## src/rtl/intsrc_pkg.sv

```systemverilog
package intsrc_pkg;
  localparam int NUM_SLOTS = 6;
  localparam int FIELD_W   = 5;
  localparam int SRC_W     = 3;
  localparam int IDX_W     = 2;
  localparam int CNT_W     = 2;
  localparam int REG_W     = 32;
  localparam int NUM_GEN   = 6;
  localparam int USED_W    = NUM_SLOTS * FIELD_W;
  localparam int NUM_IN    = NUM_GEN + 1;

  typedef struct packed {
    logic             enable;
    logic [SRC_W-1:0] srcCode;
    logic [CNT_W-1:0] lastCount;
    logic             restart;
  } slotCtrl_t;

  // terminal count (divisor - 1) per table index and variant
  function automatic logic [CNT_W-1:0] divLast(input logic [IDX_W-1:0] idx, input logic alt);
    logic [CNT_W-1:0] r;
    case (idx)
      2'd0:    r = 2'd0;
      2'd1:    r = 2'd3;
      2'd2:    r = alt ? 2'd2 : 2'd0;
      default: r = 2'd1;
    endcase
    return r;
  endfunction
endpackage

```

## src/rtl/intsrc_ctrl.sv

```systemverilog
module intsrc_ctrl
  import intsrc_pkg::*;
(
  input  logic                 clk,
  input  logic                 rstN,
  input  logic                 wrEn,
  input  logic [REG_W-1:0]     wrData,
  input  logic                 altTable,
  output logic [USED_W-1:0]    cfgWord,
  output slotCtrl_t [NUM_SLOTS-1:0] slotCtrl
);
  logic [USED_W-1:0] cfgReg;
  logic              altQ;
  logic              altChanged;

  always_ff @(posedge clk) begin
    if (!rstN) begin
      cfgReg <= '0;
      altQ   <= 1'b0;
    end else begin
      altQ <= altTable;
      if (wrEn) cfgReg <= wrData[USED_W-1:0];
    end
  end

  assign altChanged = (altTable != altQ);
  assign cfgWord    = cfgReg;

  for (genvar i = 0; i < NUM_SLOTS; i++) begin : g_slot
    logic [FIELD_W-1:0] curField;
    logic [FIELD_W-1:0] newField;
    logic               fieldChanged;
    assign curField     = cfgReg[FIELD_W*i +: FIELD_W];
    assign newField     = wrData[FIELD_W*i +: FIELD_W];
    assign fieldChanged = wrEn && (newField != curField);
    always_comb begin
      slotCtrl[i].srcCode   = curField[FIELD_W-1:IDX_W];
      slotCtrl[i].enable    = (curField[FIELD_W-1:IDX_W] != '0);
      slotCtrl[i].lastCount = divLast(curField[IDX_W-1:0], altTable);
      slotCtrl[i].restart   = fieldChanged || altChanged;
    end
  end
endmodule

```

## src/rtl/intsrc_datapath.sv

```systemverilog
module intsrc_datapath
  import intsrc_pkg::*;
(
  input  logic                      clk,
  input  logic                      rstN,
  input  slotCtrl_t [NUM_SLOTS-1:0] slotCtrl,
  input  logic                      auxStrobe,
  input  logic [NUM_GEN-1:0]        genStrobe,
  output logic [NUM_SLOTS-1:0]      consumerStrobe
);
  logic [NUM_IN-1:0] srcVec;
  assign srcVec = {genStrobe, auxStrobe};

  for (genvar i = 0; i < NUM_SLOTS; i++) begin : g_lane
    logic             selStrobe;
    logic [CNT_W-1:0] pulseCnt;
    logic             atLast;

    always_comb begin
      selStrobe = 1'b0;
      for (int s = 1; s <= NUM_IN; s++) begin
        if (int'(slotCtrl[i].srcCode) == s) selStrobe = srcVec[s-1];
      end
    end

    assign atLast = (pulseCnt == slotCtrl[i].lastCount);

    always_ff @(posedge clk) begin
      if (!rstN || !slotCtrl[i].enable || slotCtrl[i].restart) pulseCnt <= '0;
      else if (selStrobe) pulseCnt <= atLast ? '0 : pulseCnt + 1'b1;
    end

    assign consumerStrobe[i] = slotCtrl[i].enable && selStrobe && atLast;
  end
endmodule

```

## src/rtl/intsrc_clock_sel.sv

```systemverilog
module intsrc_clock_sel
  import intsrc_pkg::*;
(
  input  logic               clk,
  input  logic               rstN,
  input  logic               wrEn,
  input  logic [REG_W-1:0]   wrData,
  output logic [REG_W-1:0]   rdData,
  input  logic               altTable,
  input  logic               auxStrobe,
  input  logic [NUM_GEN-1:0] genStrobe,
  output logic [NUM_SLOTS-1:0] consumerStrobe
);
  logic [USED_W-1:0]         cfgWord;
  slotCtrl_t [NUM_SLOTS-1:0] slotCtrl;

  intsrc_ctrl u_ctrl (
    .clk(clk), .rstN(rstN), .wrEn(wrEn), .wrData(wrData),
    .altTable(altTable), .cfgWord(cfgWord), .slotCtrl(slotCtrl)
  );

  intsrc_datapath u_dp (
    .clk(clk), .rstN(rstN), .slotCtrl(slotCtrl), .auxStrobe(auxStrobe),
    .genStrobe(genStrobe), .consumerStrobe(consumerStrobe)
  );

  assign rdData = {{(REG_W-USED_W){1'b0}}, cfgWord};
endmodule

```

## config.mk

```make
export PLATFORM = sky130hd
export DESIGN_NAME = intsrc_clock_sel
export DESIGN_NICKNAME = d
export VERILOG_FILES = /design/src/rtl/intsrc_pkg.sv /design/src/rtl/intsrc_ctrl.sv /design/src/rtl/intsrc_datapath.sv /design/src/rtl/intsrc_clock_sel.sv
export SDC_FILE = /design/constraint.sdc
export NUM_CORES = 1
export LEC_CHECK = 0
export ABC_AREA = 1
export CAP_MARGIN = 10
export CORE_AREA = 8 8 97 99
export CTS_CLUSTER_SIZE = 24
export DETAILED_ROUTE_END_ITERATION = 6
export DIE_AREA = 0 0 105 107
export DONT_BUFFER_PORTS = 1
export PLACE_DENSITY = 0.67
export SLEW_MARGIN = 40
export SYNTH_ARGS = -nofsm -noshare
export SYNTH_HDL_FRONTEND = slang
export SYNTH_SLANG_ARGS = --single-unit
```

## constraint.sdc

```tcl
create_clock -name clk -period 3.5 [get_ports clk]
set_clock_uncertainty 0.05 [all_clocks]
set_input_delay 0 -clock clk [delete_from_list [all_inputs] [get_ports clk]]
set_output_delay 0 -clock clk [all_outputs]
set_load 0.02 [all_outputs]
```

* Yosys cells after proc, flatten, opt, wreduce, memory -nomap -nowiden
Cells that the tools add are included.
** Word-level totals
- Register bits after elaboration :: 43
- Input bits :: 43
- Output and inout bits :: 38
- Word-level logic and storage cells :: 191
** Operators by class
- Add/sub/neg operators :: 6
- Equality and inequality tests :: 67
- Mux-type cells :: 55
- Reduce and logical (&&, ||, !) cells :: 55
** Operator list (number)
- 3-bit == test, second input constant :: 24
- 1-bit two-way mux :: 42
- 3-bit by 2-bit == test with 1-bit output, second input constant :: 12
- 2-bit one-hot mux with 3 select lines :: 6
- 5-bit != test :: 6
- 3-bit by 1-bit == test with 1-bit output, second input constant :: 6
- 1-bit logical AND :: 18
- 1-bit logical OR :: 18
- 3-bit nonzero test :: 6
- 2-bit two-way mux :: 7
- 2-bit by 1-bit adder with 2-bit output, second input constant :: 6
- 2-bit by 1-bit == test with 1-bit output, second input constant :: 6
- 2-bit == test :: 6
- 2-bit == test, second input constant :: 6
- 2-bit zero test :: 6
- 1-bit zero test :: 7
- 1-bit != test :: 1

* Longest topological paths before layout
Gate-level depths: netlist (run 1).
- Word-level depth :: 10
- Depth in mapped cells :: 10
- Depth with buffers taken out :: 9

* By module
Synthesis (run 1) repeated with hierarchy kept, for this count alone.
** Second synthesis, totals
- Cell total of the unflattened synthesis :: 570
- Area total of the unflattened synthesis :: 3375.7 um^2
** By module, submodules not included
- intsrc_ctrl :: instances 1, cells an instance 314, area an instance 1923.1 um^2, sequential area each 620.6 um^2
- intsrc_datapath :: instances 1, cells an instance 253, area an instance 1433.9 um^2, sequential area each 240.2 um^2
- intsrc_clock_sel :: instances 1, cells an instance 3, area an instance 18.8 um^2, sequential area each 0.0 um^2

* Worst setup path before layout (run 1)
Ideal clock, no wire load.
- Path kind :: reg-to-output
- Start :: register u_ctrl.cfgReg[12] (netlist: u_ctrl.cfgWord[12])
- End :: output consumerStrobe[2]
- Data arrival time :: 1271 ps
- Required time :: 3450 ps
- Slack :: 2179 ps
- Stages on the path, launching flop included :: 5
- Path buffers :: 0
- Cell sequence :: dfxtp_1 -> inv_2 -> nor3_1 -> o21ai_1 -> a21oi_1
** On the way
- Longest elaborated chain between the ends :: 10
- Elaborated cells on any way between the ends :: 17
- Those cells by class :: eq/ne: 7; mux: 7; reduce/logical: 3
** RTL lines
- start, declared :: RTL line intsrc_ctrl.sv:12 : logic [USED_W-1:0] cfgReg;
- start signal, assigned :: RTL line intsrc_ctrl.sv:22 : if (wrEn) cfgReg <= wrData[USED_W-1:0];
- 3-bit by 2-bit == test with 1-bit output :: RTL line intsrc_datapath.sv:22 : if (int'(slotCtrl[i].srcCode) == s) selStrobe = srcVec[s-1];
- 1-bit two-way mux (7 in a row) :: RTL line intsrc_datapath.sv:22
- 1-bit logical AND * (2 in a row) :: RTL line intsrc_datapath.sv:33 : assign consumerStrobe[i] = slotCtrl[i].enable && selStrobe && atLast;
- end, declared :: RTL line intsrc_clock_sel.sv:12 : output logic [NUM_SLOTS-1:0] consumerStrobe
Mark *: on every way between the ends. The rest lies on a longest branch, timed or not.

* Worst setup path in the final report (run 1)
- Start :: register u_ctrl.cfgReg[7] (netlist: u_ctrl.cfgWord[7])
- End :: register u_dp.g_lane[1].pulseCnt[1]
** On the way
- Longest elaborated chain between the ends :: 8
- Elaborated cells on any way between the ends :: 21
- Those cells by class :: eq/ne: 8; mux: 7; reduce/logical: 6
** RTL lines
- 3-bit by 2-bit == test with 1-bit output :: RTL line intsrc_datapath.sv:22
- 1-bit two-way mux (7 in a row) :: RTL line intsrc_datapath.sv:22
- end signal, assigned :: RTL line intsrc_datapath.sv:30 : else if (selStrobe) pulseCnt <= atLast ? '0 : pulseCnt + 1'b1;
- end, declared :: RTL line intsrc_datapath.sv:16 : logic [CNT_W-1:0] pulseCnt;
Several ways; a longest one is shown, not always the timed one.
A chain may end at the register's enable or synchronous reset.

==> key figures, run 1 <==
Run status
  – Run status: completed

Timing
  – Setup Viol. Count Final: 0
  – Fmax: 494 MHz
  – Total Neg Setup Slack: 0 ns
  – Transition time at the pin with the least slew margin: 0.611 ns
  – Final hold violations: 0
  – Least setup slack across all paths after layout: 1.47 ns
  – Unrepaired setup endpoints after global routing: false
  – Pins over their slew limit: 0
  – Final critical path time including I/O delays and setup: 2.03 ns
  – Fin crit share: 0.579
  – Slew margin rel.: 0.591

Clocking
  – Post-CTS clock slew at the launch and capture registers of the worst setup and hold paths: 0.09 ns
  – Number of sinks on the clock net: 43
  – Clock root buffer: sky130_fd_sc_hd__clkbuf_8
  – Largest buffer count on any clock path: 2
  – H-tree lvl count: 2
  – Worst skew pair latency: 0.30 ns
  – Buffers inserted during post-CTS setup optimization: 0
  – Number of buffers created by CTS: 5
  – CTS tree: done

Routing
  – Post-detailed-route wirelength per cell: 14.3 µm
  – Number of nets still failing antenna checks after routing: 0
  – Pre-antenna DRT Iters: 4
  – DRC marker count from the first detailed-route iteration: 180
  – Ratio of routed vias to standard cells: 5.17
  – Total Routed Length: 10500 µm
  – Residual DRC count: 0
  – Vias after detailed routing: 3793

Power and ir drop
  – VDD IR max: 0.189 mV
  – Internal power contribution: 891 µW
  – Relative contribution of combinational cells to total power: 0.244
  – Leakage power figure: 0.00200 µW
  – Sw Share: 0.342
  – Share of total power in sequential cells: 0.447
  – Clk network pwr share: 0.309
  – Switching pwr: 463 µW
  – Power density over the cells: 333 mW/mm²

Setup path
  – Buffers plus inverters on the worst setup path: 1
  – Cells along the critical path: nor2_1 -> nand2_1 -> nand2_1 -> o21ai_2 -> nand3_1 -> dlygate4sd3_1 -> a21oi_1
  – Crit Path Category: register to register
  – Nature of the critical path endpoint: register
  – Delay of the slowest critical-path stage: 0.68 ns
  – Worst Reg-to-Reg Cells: 7
  – Slowest CP cell: sky130_fd_sc_hd__dfxtp_1
  – Startpoint kind of the worst setup timing path: register
  – Worst-path maximum fanout: 12
  – Gate family responsible for the most delay along the worst path: flip-flops
  – Data required time of the worst path: 3.69 ns
  – Critical Path Stages: 7
  – WP data arrival: 2.22 ns
  – Cell with the most instances on the worst path: sky130_fd_sc_hd__nand2_1

Global routing
  – Most used routing layer in global routing: met2
  – Overall track demand over capacity in global routing: 0.187
  – Via count of the first global-routing pass: 3620
  – Initial antenna violation count: 0
  – Leftover overflow at the end of global routing: 0
  – Wire length of the first global-routing pass: 17300 µm
  – GRT met1 Usage: 0.221
  – Met2 demand-to-capacity share in global routing: 0.326
  – Maximum number of pins on one net before global-route repair: 39
  – Met3 global-route usage: 0.0450

Floorplanning
  – DIE HEIGHT: 107 µm
  – Site Rows: 33
  – DIE WIDTH: 105 µm
  – Starting density of the core: 0.437
  – Core Footprint: 0.00793 mm²
  – Count of boundary I/O pins: 81
  – Area of the die: 0.0112 mm²

Synth
  – Distinct cell type count of the synthesized netlist: 26
  – Proportion of netlist area held by the largest area contributor: 0.248
  – Seq/Total Area, Yosys: 0.248
  – Post-synthesis sequential element count: 43
  – Cell taking the most area after synthesis: sky130_fd_sc_hd__dfxtp_1
  – Per-instance average area after synthesis: 5.82 µm²
  – Post-synthesis instance total: 595
  – Yosys warnings: 0
  – Most area-consuming cells after synthesis: sky130_fd_sc_hd__dfxtp_1 (25%), sky130_fd_sc_hd__nand2_1 (18%), sky130_fd_sc_hd__nand3_1 (11%)
  – Syn Std Cell Area: 0.00347 mm²

Cells and area
  – Count of inserted antenna diode cells: 0
  – Final layout net count: 670
  – Fraction of layout instances using a drive strength above 1: 0.0494
  – Layout area overhead: 17.3%

Min path
  – Hold Crit Depth: 5
  – Worst min-delay path category: input port to register

Place
  – Final weighted congestion in routability-driven placement: 0.805
  – Worst-case setup slack after placement: 1.94 ns
  – Post-detailed-placement half-perimeter wirelength: 6970 µm
  – # port buffers: 0

Job
  – Max-Cap Viols: 0
[power groups by stage]
stage / Clock [µW] / Combinational, µW / Sequential, µW
4_1_cts: 431 / 331 / 605
5_1_grt: 451 / 381 / 613
3_3_place_gp: 0 / 258 / 615
3_5_place_dp: 0 / 266 / 616
2_1_floorplan: 0 / 270 / 587
6_report: 418 / 331 / 605
[state kept, by name (all words and copies together) (netlist names)]
name / cells
u_ctrl.cfgWord: 30
u_dp.g_lane.pulseCnt: 12
u_ctrl.altQ: 1
[per-stage QoR]
| stage | cells | hold WS, ns | total power, µW | instance area [µm²] | utilization |
|---|---|---|---|---|---|
| final | 733 | 0.0224 | 1350 | 4070 | 0.513 |
| after global placement | 674 | 0.0437 | 873 | 3430 | 0.433 |
| after CTS | 733 | 0.0175 | 1370 | 4070 | 0.513 |
| after detailed placement | 674 | 0.0511 | 882 | 3430 | 0.433 |
| after floorplan | 596 | 0.0884 | 856 | 3470 | - |
| after global routing | 733 | 0.0427 | 1440 | 4070 | 0.513 |
[cell type report]
type,instances,area [µm²]
inverters,82,308
well taps,105,131
clock buffers,6,82.6
clock inverters,2,35.0
multi-input cells,444,2130
fillers,838,3860
flip-flops and latches,43,861
repair buffers,51,515
[worst paths after layout]
kind | endpoint | slack (ns) | startpoint
max reg2reg | u_dp.g_lane[1].pulseCnt[1] | 1.47 | u_ctrl.cfgWord[7]
max | u_dp.g_lane[1].pulseCnt[1] | 1.47 | u_ctrl.cfgWord[7]
min | u_dp.g_lane[2].pulseCnt[0] | 0.02 | genStrobe[3]
min reg2reg | u_dp.g_lane[0].pulseCnt[1] | 0.49 | u_dp.g_lane[0].pulseCnt[1]
[kinds of logic after synthesis]
kind of cell              after synthesis  share of synthesized area
and+or+nand+nor                       313                      0.383
buffers and inverters                 109                      0.138
AOI/OAI and AO/OA                     102                      0.162
DFF                                    43                      0.248
xor gates and xnor gates               27                     0.0682
other                                   1                    0.00108
[synth_stat cells]
cell	n
sky130_fd_sc_hd__a21oi_1	43
sky130_fd_sc_hd__conb_1	1
sky130_fd_sc_hd__a211oi_1	6
sky130_fd_sc_hd__buf_2	6
sky130_fd_sc_hd__nand3b_1	8
sky130_fd_sc_hd__dfxtp_1	43
sky130_fd_sc_hd__buf_1	2
sky130_fd_sc_hd__nor3_1	1
sky130_fd_sc_hd__xor2_1	15
sky130_fd_sc_hd__inv_2	7
sky130_fd_sc_hd__nand3_1	79
sky130_fd_sc_hd__nor2_1	53
sky130_fd_sc_hd__o21ai_1	4
sky130_fd_sc_hd__o21ai_2	6
sky130_fd_sc_hd__o211ai_1	1
sky130_fd_sc_hd__clkbuf_1	5
sky130_fd_sc_hd__clkinv_1	2
sky130_fd_sc_hd__nand3_2	3
sky130_fd_sc_hd__buf_6	2
sky130_fd_sc_hd__buf_4	12
sky130_fd_sc_hd__a21oi_2	3
sky130_fd_sc_hd__inv_1	73
sky130_fd_sc_hd__nand2_2	1
sky130_fd_sc_hd__xnor2_1	12
sky130_fd_sc_hd__nand2_1	168
sky130_fd_sc_hd__o21ai_0	39
[cells in the final DEF, fill, tap and decap left out, drive strengths merged]
cell and n:
xnor2 12, nand3b 8, conb 2, o211ai 1, dlygate4sd3 49, bufinv 1
nor2 53, clkinv 2, inv 81, o21ai 49, nor3 1, dfxtp 43
clkbuf 6, a21oi 46, nand3 82, nand2 169, buf 2, a211oi 6
xor2 15
[worst register-to-register path, cell delays in order (launching register included)]
cell                            delay (ns)
sky130_fd_sc_hd__dfxtp_1              0.68
sky130_fd_sc_hd__nor2_1               0.16
sky130_fd_sc_hd__nand2_1              0.09
sky130_fd_sc_hd__nand2_1              0.06
sky130_fd_sc_hd__o21ai_2              0.15
sky130_fd_sc_hd__nand3_1              0.08
sky130_fd_sc_hd__dlygate4sd3_1        0.56
sky130_fd_sc_hd__a21oi_1              0.14
[repair_timing]
item	in CTS	in global routing
hold buffers	51	0
gates resized for setup	0	0
hold endpoints to repair	43	0
[layer usage]
| metal | share of wire | vias up |
|---|---|---|
| met5 | 0 | - |
| met4 | 0.0091 | 0 |
| met3 | 0.082 | 9 |
| met2 | 0.49 | 120 |
| met1 | 0.42 | 1708 |
| li1 | - | 1956 |
(Power assumes the default switching activity.)
==> run 2: changes to the inputs <==
--- a/config.mk
+++ b/config.mk
@@ -12,7 +12,7 @@
 export DETAILED_ROUTE_END_ITERATION = 6
 export DIE_AREA = 0 0 105 107
 export DONT_BUFFER_PORTS = 1
-export PLACE_DENSITY = 0.67
+export PLACE_DENSITY = 0.69
 export SLEW_MARGIN = 40
 export SYNTH_ARGS = -nofsm -noshare
 export SYNTH_HDL_FRONTEND = slang
==> constraint.sdc (replaced) <==
create_clock -name clk -period 1.8 [get_ports clk]
set_clock_uncertainty 0.05 [all_clocks]
set_input_delay 0 -clock clk [delete_from_list [all_inputs] [get_ports clk]]
set_output_delay 0 -clock clk [all_outputs]
set_load 0.02 [all_outputs]
==> run 2 against run 1 <==
Hold slack lost 0.0080 ns. Via count up 0.11%. Global-route usage down 0.35 points. Critical path depth shrank 1. Critical endpoint is now u_ctrl.cfgWord[23]. Register-to-register slack lost 1.1 ns. Sequential cell count is the same. First-iteration DRC count increased by 13%.
==> key figures, run 2 (synthesized netlist as in run 1, its figures left out) <==
Routing
  – Post-detailed-route wirelength per cell: 14.2 µm
  – Vias after detailed routing: 3797
  – Ratio of routed vias to standard cells: 5.14
  – Total Routed Length: 10500 µm
  – Number of nets still failing antenna checks after routing: 0
  – Residual DRC count: 0
  – DRC marker count from the first detailed-route iteration: 203
  – Pre-antenna DRT Iters: 4

Global routing
  – Initial antenna violation count: 0
  – Leftover overflow at the end of global routing: 0
  – Maximum number of pins on one net before global-route repair: 40
  – Overall track demand over capacity in global routing: 0.183
  – Via count of the first global-routing pass: 3489
  – Wire length of the first global-routing pass: 17000 µm

Timing
  – Slew margin rel.: 0.634
  – Pins over their slew limit: 0
  – Fin crit share: 0.907
  – Worst hold slack: 0.0143 ns
  – Unrepaired setup endpoints after global routing: false
  – Final hold violations: 0
  – Final critical path time including I/O delays and setup: 1.63 ns
  – Total Neg Setup Slack: 0 ns
  – Fmax: 613 MHz
  – Setup Viol. Count Final: 0
  – Transition time at the pin with the least slew margin: 0.549 ns
  – Least setup slack across all paths after layout: 0.167 ns

Cells and area
  – Final layout net count: 676
  – Count of inserted antenna diode cells: 0
  – Max reg flops: 30
  – Layout area overhead: 17.1%
  – Most common library cell in the layout ignoring fill and taps: sky130_fd_sc_hd__nand2_1
  – Share of the core filled with cells: 0.512
  – Fraction of layout instances using a drive strength above 1: 0.0773
  – Commonest non-fill, non-tap cells in the layout: sky130_fd_sc_hd__nand2_1 (168), sky130_fd_sc_hd__nand3_1 (79), sky130_fd_sc_hd__inv_1 (73), sky130_fd_sc_hd__nor2_1 (53)

Power and ir drop
  – VDD IR max: 0.338 mV
  – Leakage power figure: 0.00201 µW
  – Power density over the cells: 631 mW/mm²

Min path
  – Worst min-delay path category: input port to register

Setup path
  – Worst-path maximum fanout: 39
  – Nature of the critical path endpoint: register
  – Crit Path Category: input port to register
  – Startpoint kind of the worst setup timing path: input port
  – WP data arrival: 1.77 ns
  – Data required time of the worst path: 1.94 ns

Place
  – # port buffers: 0
  – Worst-case setup slack after placement: 0.407 ns
  – Post-detailed-placement half-perimeter wirelength: 7180 µm
  – Final weighted congestion in routability-driven placement: 0.845

Clocking
  – Worst skew pair latency: 0.30 ns
  – Largest buffer count on any clock path: 2
  – Post-CTS clock slew at the launch and capture registers of the worst setup and hold paths: 0.09 ns
  – H-tree lvl count: 2
  – CTS tree: done
  – Number of sinks on the clock net: 43
  – Clock root buffer: sky130_fd_sc_hd__clkbuf_8
  – Number of buffers created by CTS: 5
  – Number of instances resized during post-cts repair: 0

Floorplanning
  – Area of the die: 0.0112 mm²
  – Starting density of the core: 0.437
  – DIE WIDTH: 105 µm
  – Count of boundary I/O pins: 81
  – Core Footprint: 0.00793 mm²
  – DIE HEIGHT: 107 µm
  – Site Rows: 33

Job
  – Max-Cap Viols: 0

Run status
  – Run status: completed
## run 2: cell type report
type                    count  area [µm²]
fillers                   835        3870
repair buffers             57         526
multi-input cells         444        2130
flip-flops and latches     43         861
clock buffers               8         100
inverters                  82         308
well taps                 105         131
## run 2: final timing paths
path / slack [ns] / to / start / cells past startpoint
max: 0.17 / u_ctrl.cfgWord[23] / wrEn / 6
min: 0.01 / u_dp.g_lane[1].pulseCnt[1] / genStrobe[3] / 5
max reg2reg: 0.34 / u_ctrl.cfgWord[1] / u_ctrl.cfgWord[1] / 3
min reg2reg: 0.49 / u_dp.g_lane[1].pulseCnt[1] / u_dp.g_lane[1].pulseCnt[1] / 2
## run 2: critical path, stage by stage
cell	delay, ns
sky130_fd_sc_hd__dlygate4sd3_1	0.62
sky130_fd_sc_hd__buf_12	0.24
sky130_fd_sc_hd__clkinv_1	0.35
sky130_fd_sc_hd__buf_4	0.34
sky130_fd_sc_hd__o21ai_0	0.16
sky130_fd_sc_hd__a21oi_1	0.06
## run 2: power by group
group	leakage, µW	internal [µW]	switching (µW)
clock network	0.0000515	351	365
logic	0.00160	293	422
registers	0.000355	1000	127
## run 2: per-layer routing
layer | vias up | share of wire | global-route usage
met4 | 0 | 0.014 | 0.0520
li1 | 1964 | - | -
met1 | 1701 | 0.43 | 0.217
met2 | 118 | 0.48 | 0.317
met3 | 14 | 0.076 | 0.0486
met5 | - | 0 | 0
## run 2: repair_timing
item	in CTS	in global routing
hold buffers	37	0
buffers inserted	0	0
hold endpoints to repair	43	0
## run 2: metrics by stage
step / area [µm²] / total power, µW / std cells
2_1_floorplan: 3470 / 1670 / 596
3_3_place_gp: 3580 / 1740 / 694
3_5_place_dp: 3580 / 1760 / 694
4_1_cts: 4060 / 2570 / 739
5_1_grt: 4060 / 2710 / 739
6_report: 4060 / 2560 / 739
